### src/rtl/sha1_cop_pkg.sv
package sha1_cop_pkg;

  localparam int WORD_W = 32;

  typedef struct packed {
    logic [WORD_W-1:0] a;
    logic [WORD_W-1:0] b;
    logic [WORD_W-1:0] c;
    logic [WORD_W-1:0] d;
    logic [WORD_W-1:0] e;
  } sha_state_t;

  localparam sha_state_t IV = '{
    a: 32'h67452301,
    b: 32'hEFCDAB89,
    c: 32'h98BADCFE,
    d: 32'h10325476,
    e: 32'hC3D2E1F0
  };

  function automatic logic [WORD_W-1:0] rotl(input logic [WORD_W-1:0] x, input int n);
    return (x << n) | (x >> (WORD_W - n));
  endfunction

  // Logical function of the current stage of 20 rounds
  function automatic logic [WORD_W-1:0] mix_fn(input logic [1:0] stage,
                                               input logic [WORD_W-1:0] b,
                                               input logic [WORD_W-1:0] c,
                                               input logic [WORD_W-1:0] d);
    case (stage)
      2'd0:    return (b & c) | (~b & d);
      2'd2:    return (b & c) | (b & d) | (c & d);
      default: return b ^ c ^ d;
    endcase
  endfunction

  function automatic logic [WORD_W-1:0] stage_const(input logic [1:0] stage);
    case (stage)
      2'd0:    return 32'h5A827999;
      2'd1:    return 32'h6ED9EBA1;
      2'd2:    return 32'h8F1BBCDC;
      default: return 32'hCA62C1D6;
    endcase
  endfunction

  function automatic sha_state_t round_step(input sha_state_t s,
                                            input logic [WORD_W-1:0] w,
                                            input logic [1:0] stage);
    sha_state_t n;
    n.a = rotl(s.a, 5) + mix_fn(stage, s.b, s.c, s.d) + s.e + stage_const(stage) + w;
    n.b = s.a;
    n.c = rotl(s.b, 30);
    n.d = s.c;
    n.e = s.d;
    return n;
  endfunction

  function automatic logic [WORD_W-1:0] sched_next(input logic [WORD_W-1:0] w_old,
                                                   input logic [WORD_W-1:0] w_m14,
                                                   input logic [WORD_W-1:0] w_m8,
                                                   input logic [WORD_W-1:0] w_m3);
    return rotl(w_old ^ w_m14 ^ w_m8 ^ w_m3, 1);
  endfunction

  function automatic logic [WORD_W-1:0] state_word(input sha_state_t s, input int idx);
    case (idx)
      0:       return s.a;
      1:       return s.b;
      2:       return s.c;
      3:       return s.d;
      default: return s.e;
    endcase
  endfunction

endpackage

### src/rtl/sha1_msg_buf.sv
module sha1_msg_buf #(
  parameter int BYTES  = 64,
  localparam int AW    = $clog2(BYTES),
  localparam int FLAT_W = BYTES * 8
) (
  input  logic              clk,
  input  logic              rst_n,
  input  logic              wr_ok,
  input  logic [AW-1:0]     addr,
  input  logic [7:0]        wdata,
  output logic [7:0]        rdata,
  output logic [FLAT_W-1:0] flat
);

  logic [7:0] mem [BYTES];

  always_ff @(posedge clk) begin
    if (!rst_n) begin
      for (int i = 0; i < BYTES; i++) mem[i] <= '0;
    end else if (wr_ok) begin
      mem[addr] <= wdata;
    end
  end

  assign rdata = mem[addr];

  // Byte 0 lands in the top bits, giving big-endian word packing
  for (genvar g = 0; g < BYTES; g++) begin : g_flat
    assign flat[FLAT_W-1-8*g -: 8] = mem[g];
  end

endmodule

### src/rtl/sha1_round_core.sv
module sha1_round_core
  import sha1_cop_pkg::*;
#(
  parameter int ROUNDS = 80,
  parameter int WINDOW = 16,
  localparam int RW      = $clog2(ROUNDS),
  localparam int STG     = ROUNDS / 4,
  localparam int BLOCK_W = WINDOW * WORD_W,
  localparam int TAP_M3  = WINDOW - 3,
  localparam int TAP_M8  = WINDOW - 8,
  localparam int TAP_M14 = WINDOW - 14
) (
  input  logic               clk,
  input  logic               rst_n,
  input  logic               start,
  input  logic [BLOCK_W-1:0] block,
  output logic               busy,
  output logic [RW-1:0]      round_idx,
  output logic               last_round,
  output sha_state_t         final_state
);

  logic [WORD_W-1:0] win [WINDOW];
  sha_state_t        st;
  sha_state_t        st_next;
  logic [1:0]        stage;

  always_comb begin
    if (round_idx < RW'(STG))          stage = 2'd0;
    else if (round_idx < RW'(2 * STG)) stage = 2'd1;
    else if (round_idx < RW'(3 * STG)) stage = 2'd2;
    else                               stage = 2'd3;
  end

  assign st_next     = round_step(st, win[0], stage);
  assign last_round  = busy && (round_idx == RW'(ROUNDS - 1));
  assign final_state = st_next;

  always_ff @(posedge clk) begin
    if (!rst_n) begin
      busy      <= 1'b0;
      round_idx <= '0;
      st        <= '0;
    end else if (start) begin
      busy      <= 1'b1;
      round_idx <= '0;
      st        <= IV;
    end else if (busy) begin
      st        <= st_next;
      round_idx <= last_round ? '0 : round_idx + 1'b1;
      if (last_round) busy <= 1'b0;
    end
  end

  for (genvar g = 0; g < WINDOW; g++) begin : g_win
    always_ff @(posedge clk) begin
      if (!rst_n) begin
        win[g] <= '0;
      end else if (start) begin
        win[g] <= block[BLOCK_W-1-WORD_W*g -: WORD_W];
      end else if (busy) begin
        if (g == WINDOW - 1)
          win[g] <= sched_next(win[0], win[TAP_M14], win[TAP_M8], win[TAP_M3]);
        else
          win[g] <= win[(g + 1) % WINDOW];
      end
    end
  end

endmodule

### src/rtl/sha1_result_regs.sv
module sha1_result_regs
  import sha1_cop_pkg::*;
#(
  parameter int NWORDS = 5,
  localparam int SW    = $clog2(NWORDS + 1)
) (
  input  logic              clk,
  input  logic              rst_n,
  input  logic              load,
  input  sha_state_t        fin,
  input  logic [SW-1:0]     sel,
  output logic [WORD_W-1:0] dout
);

  logic [WORD_W-1:0] hreg [NWORDS];

  for (genvar g = 0; g < NWORDS; g++) begin : g_h
    always_ff @(posedge clk) begin
      if (!rst_n)    hreg[g] <= '0;
      else if (load) hreg[g] <= state_word(IV, g) + state_word(fin, g);
    end
  end

  always_comb begin
    dout = '0;
    for (int i = 0; i < NWORDS; i++)
      if (sel == SW'(i)) dout = hreg[i];
  end

endmodule

### src/rtl/sha1_block_cop.sv
module sha1_block_cop
  import sha1_cop_pkg::*;
#(
  parameter int BYTES  = 64,
  parameter int ROUNDS = 80,
  localparam int AW     = $clog2(BYTES),
  localparam int WINDOW = BYTES / 4,
  localparam int RW     = $clog2(ROUNDS)
) (
  input  logic          clk,
  input  logic          rst_n,
  input  logic [AW-1:0] buf_addr,
  input  logic          buf_wr,
  input  logic [7:0]    buf_wdata,
  output logic [7:0]    buf_rdata,
  input  logic          run,
  output logic          busy,
  input  logic [2:0]    res_sel,
  output logic [31:0]   res_data
);

  logic [BYTES*8-1:0] flat;
  logic               start_evt;
  logic               wr_evt;
  logic               done_evt;
  logic [RW-1:0]      round_idx;
  sha_state_t         fin_state;

  assign start_evt = run && !busy;
  assign wr_evt    = buf_wr && !busy;

  sha1_msg_buf #(.BYTES(BYTES)) u_buf (
    .clk   (clk),
    .rst_n (rst_n),
    .wr_ok (wr_evt),
    .addr  (buf_addr),
    .wdata (buf_wdata),
    .rdata (buf_rdata),
    .flat  (flat)
  );

  sha1_round_core #(.ROUNDS(ROUNDS), .WINDOW(WINDOW)) u_core (
    .clk         (clk),
    .rst_n       (rst_n),
    .start       (start_evt),
    .block       (flat),
    .busy        (busy),
    .round_idx   (round_idx),
    .last_round  (done_evt),
    .final_state (fin_state)
  );

  sha1_result_regs #(.NWORDS(5)) u_res (
    .clk   (clk),
    .rst_n (rst_n),
    .load  (done_evt),
    .fin   (fin_state),
    .sel   (res_sel),
    .dout  (res_data)
  );

endmodule

### config.mk
export PLATFORM = sky130hd
export DESIGN_NAME = sha1_block_cop
export DESIGN_NICKNAME = d
export VERILOG_FILES = /design/src/rtl/sha1_cop_pkg.sv /design/src/rtl/sha1_msg_buf.sv /design/src/rtl/sha1_round_core.sv /design/src/rtl/sha1_result_regs.sv /design/src/rtl/sha1_block_cop.sv
export SDC_FILE = /design/constraint.sdc
export NUM_CORES = 2
export LEC_CHECK = 0
export CAP_MARGIN = 40
export CORE_MARGIN = 4
export CORE_UTILIZATION = 26
export CTS_CLUSTER_SIZE = 14
export DETAILED_ROUTE_END_ITERATION = 12
export GPL_TIMING_DRIVEN = 0
export SYNTH_ARGS = -nofsm -noshare
export SYNTH_HDL_FRONTEND = slang
export SYNTH_HIERARCHICAL = 1
export SYNTH_SLANG_ARGS = --single-unit
### constraint.sdc
create_clock -name clk -period 11.57 [get_ports clk]
set_input_delay 1.157 -clock clk [delete_from_list [all_inputs] [get_ports clk]]
set_output_delay 1.157 -clock clk [all_outputs]
set_load 0.01 [all_outputs]
==> results.sh <==
export IMPL_finalMaxSlewViolations=0
export IMPL_core_area_um2=262000
export IMPL_fill_cells=26700
export IMPL_cp_max_fo=10
export IMPL_syn_inst=5735
export IMPL_startpoint_type="register"
export IMPL_cp_top_family="compound AO/OA/AOI/OAI gates"
export IMPL_fin_total_pwr_w=0.0145
export IMPL_ys_types=97
export IMPL_power_leakage_nw=29.0
export IMPL_worstPathArrival_ns=10.13
export IMPL_slowest_delay_ns=0.80
export IMPL_first_pass_iters=6
export IMPL_clk_pin_slew_ns=0.06
export IMPL_r2r_end="u_res/hreg[0][25]"
export IMPL_layout_commonest_cell="edfxtp_1"
export IMPL_grt_pass1_vias=48800
export IMPL_antenna_left=0
export IMPL_final_nets=6270
export IMPL_relSlewSlack=0.272
export IMPL_cts_tree="yes"
export IMPL_yosysWarnings=6
export IMPL_wl_per_cell_um=29.9
export IMPL_die_height_um=521
export IMPL_met1_usage=0.271
export IMPL_crit_path_top_delay_cell="xor2_1"
export IMPL_hold_path_end="u_core/st[3]"
export IMPL_top_usage_layer="met2"
export IMPL_post_dp_cell_area_um2=74900
export IMPL_ctsResizeCount=0
export IMPL_drt_iter0_markers=6626
export IMPL_synth_top_cell_by_area="edfxtp_1"
export IMPL_cts_made_buffers=144
export IMPL_vias=51000
export IMPL_final_cell_mix="edfxtp_1 (1184), and2_1 (521), a22o_1 (510)"
export IMPL_final_area_um2=79700
export IMPL_clk_latency_ns=0.82
export IMPL_hp_class="register to register"
export IMPL_min_period_over_period=0.827
export IMPL_setup_violations_final=0
export IMPL_grt_pass1_wl_mm=394
export IMPL_cp_depth=29
export IMPL_ys_top_cells_by_area="edfxtp_1 (52%), a22o_1 (6.5%), dfxtp_1 (4.9%)"
export IMPL_worstMarginPinSlew_ns=1.09
export IMPL_r2r_start="u_core/round_idx[5]"
export IMPL_clock_sinks=1352
export IMPL_powerDensity_nw_per_um2=182
export IMPL_post_cts_setup_buffers=0
export IMPL_overflow=0
export IMPL_cts_root_buf="clkbuf_16"
export IMPL_finalHoldViolations=0
export IMPL_gp_congestion=0.999
export IMPL_vdd_drop_max_v=0.000160
export IMPL_num_rows=188
export IMPL_grt_usage=0.207
export IMPL_start_util=0.261
export IMPL_rrSetupSlack_ns=2.00
export IMPL_die_area_um2=271000
export IMPL_antenna_found_initial=15
export IMPL_maxCapViolations=0
export IMPL_crit_top_cell="o21ai_0"
export IMPL_synth_top_area_frac=0.520
export IMPL_routed_wl_mm=291
export IMPL_syn_avg_cell_area_um2=11.9
export IMPL_htreeDepth=4
export IMPL_io_buffers=50
export IMPL_netlist_area_um2=68400
export IMPL_synthArstFlopShare=0
export IMPL_hp_start="u_core/st[3]"
export IMPL_grt_max_degree=67
export IMPL_dp_cells=9448
export IMPL_synth_edff_count=1184
export IMPL_fin_setup_tns_ns=0
export IMPL_holdPathStages=2
export IMPL_clock_fmax_ghz=0.105
export IMPL_rsz0062_at_grt="no"
export IMPL_design_portCount=62
export IMPL_ys_ff_latch=1352
export IMPL_drc=0
export IMPL_rr_worst_depth=29
export IMPL_ys_seq_area_frac=0.569
export IMPL_end_kind="register"
export IMPL_dp_hpwl_mm=229
export IMPL_path_class="register to register"
export IMPL_cts_buffer_depth=3
export IMPL_grt_util_met2=0.325
export IMPL_drive_gt1_frac=0.105
export IMPL_vias_per_cell=5.24
export IMPL_fin_util=0.304
export IMPL_syn2layout_area_growth_pct=16.4
export IMPL_grt_util_met3=0.0437
export IMPL_synth_flop_cell="edfxtp_1"
export IMPL_synth_nets=5925
export IMPL_crit_buf_inv=8
export IMPL_fin_crit_ns=9.57
export IMPL_ctsHoldBuffers=0
export IMPL_critPathRequiredTime_ns=12.13
export IMPL_fp_dieW_um=521
export IMPL_fin_cells=9726
export IMPL_outcome="finished, final reports clean"
export IMPL_fin_skew_ns=0.0389
==> worst min-delay path, cell delays in order, from the launching register on <==
cell	delay (ns)
dfxtp_1	0.32
mux2i_1	0.07
nor2_1	0.07
==> stage by stage <==
stage	hold slack (ns)	worst slack (ns)
2_1_floorplan	0.458	1.83
3_3_place_gp	0.471	-4.76
3_5_place_dp	0.487	2.06
4_1_cts	0.497	1.99
5_1_grt	0.524	1.60
6_report	0.493	2.00
==> flip-flops by register name, indices dropped and copies added (netlist names) <==
name,flops
u_buf/mem,512
u_core/busy,1
u_core/final_state,96
u_core/round_idx,7
u_core/st,64
u_core/win,512
u_res/hreg,160
==> worst max-delay path by stage <==
stage	from	endpoint	slack, ns
finish	u_core/round_idx[5]	u_res/hreg[0][25]	2.00
global route	u_core/round_idx[2]	u_res/hreg[0][25]	1.60
CTS	u_core/round_idx[5]	u_res/hreg[0][25]	1.99
detailed placement	u_core/round_idx[5]	u_res/hreg[0][25]	2.06
global placement	rst_n	u_core/win[10][17]	-4.76
floorplan	run	u_core/win[0][0]	1.83
==> power breakdown <==
group          total [W]  switching, W  internal (W)
Sequential       0.00599      0.000340       0.00565
Clock            0.00473       0.00211       0.00262
Combinational    0.00381       0.00253       0.00127
Total             0.0145       0.00498       0.00955
==> kinds of logic (layout without fill, tap and decap cells) <==
logic type	Yosys count	after routing	share of synthesized area
other	0	11	0
muxes	185	185	0.0337
AOI/OAI and AO/OA	1479	1479	0.158
buffers and inverters	872	1337	0.0571
DFF	1352	1352	0.569
and+or+nand+nor	1443	1443	0.108
xor gates and xnor gates	235	235	0.0301
adders and majority gates	169	169	0.0441
==> Yosys cell counts, types with 84 or more instances <==
master,number
edfxtp_1,1184
and2_1,521
a22o_1,510
nor2_1,423
inv_1,345
clkbuf_1,320
o21ai_0,261
nand2_1,239
a21oi_1,199
dfxtp_1,168
xnor2_1,151
buf_4,132
a22oi_1,127
fa_1,120
mux2i_1,117
xor2_1,84
==> layout make-up <==
| class | instances | area (µm²) | area share |
|---|---|---|---|
| Sequential cell | 1352 | 38900 | 0.489 |
| Multi-Input combinational cell | 3511 | 25600 | 0.321 |
| Tap cell | 3515 | 4400 | 0.0552 |
| Clock buffer | 178 | 3850 | 0.0483 |
| Buffer | 523 | 2600 | 0.0327 |
| Timing Repair Buffer | 199 | 2050 | 0.0258 |
| Inverter | 349 | 1310 | 0.0165 |
| Clock inverter | 88 | 898 | 0.0113 |
| Antenna cell | 11 | 27.5 | 0.000346 |
==> per-layer routing <==
layer,up-vias,wire (µm)
li1,21500,-
met1,25800,117000
met2,3008,130000
met3,630,26600
met4,2,16800
met5,-,13
Note: power is estimated with default switching activity, not from simulation.
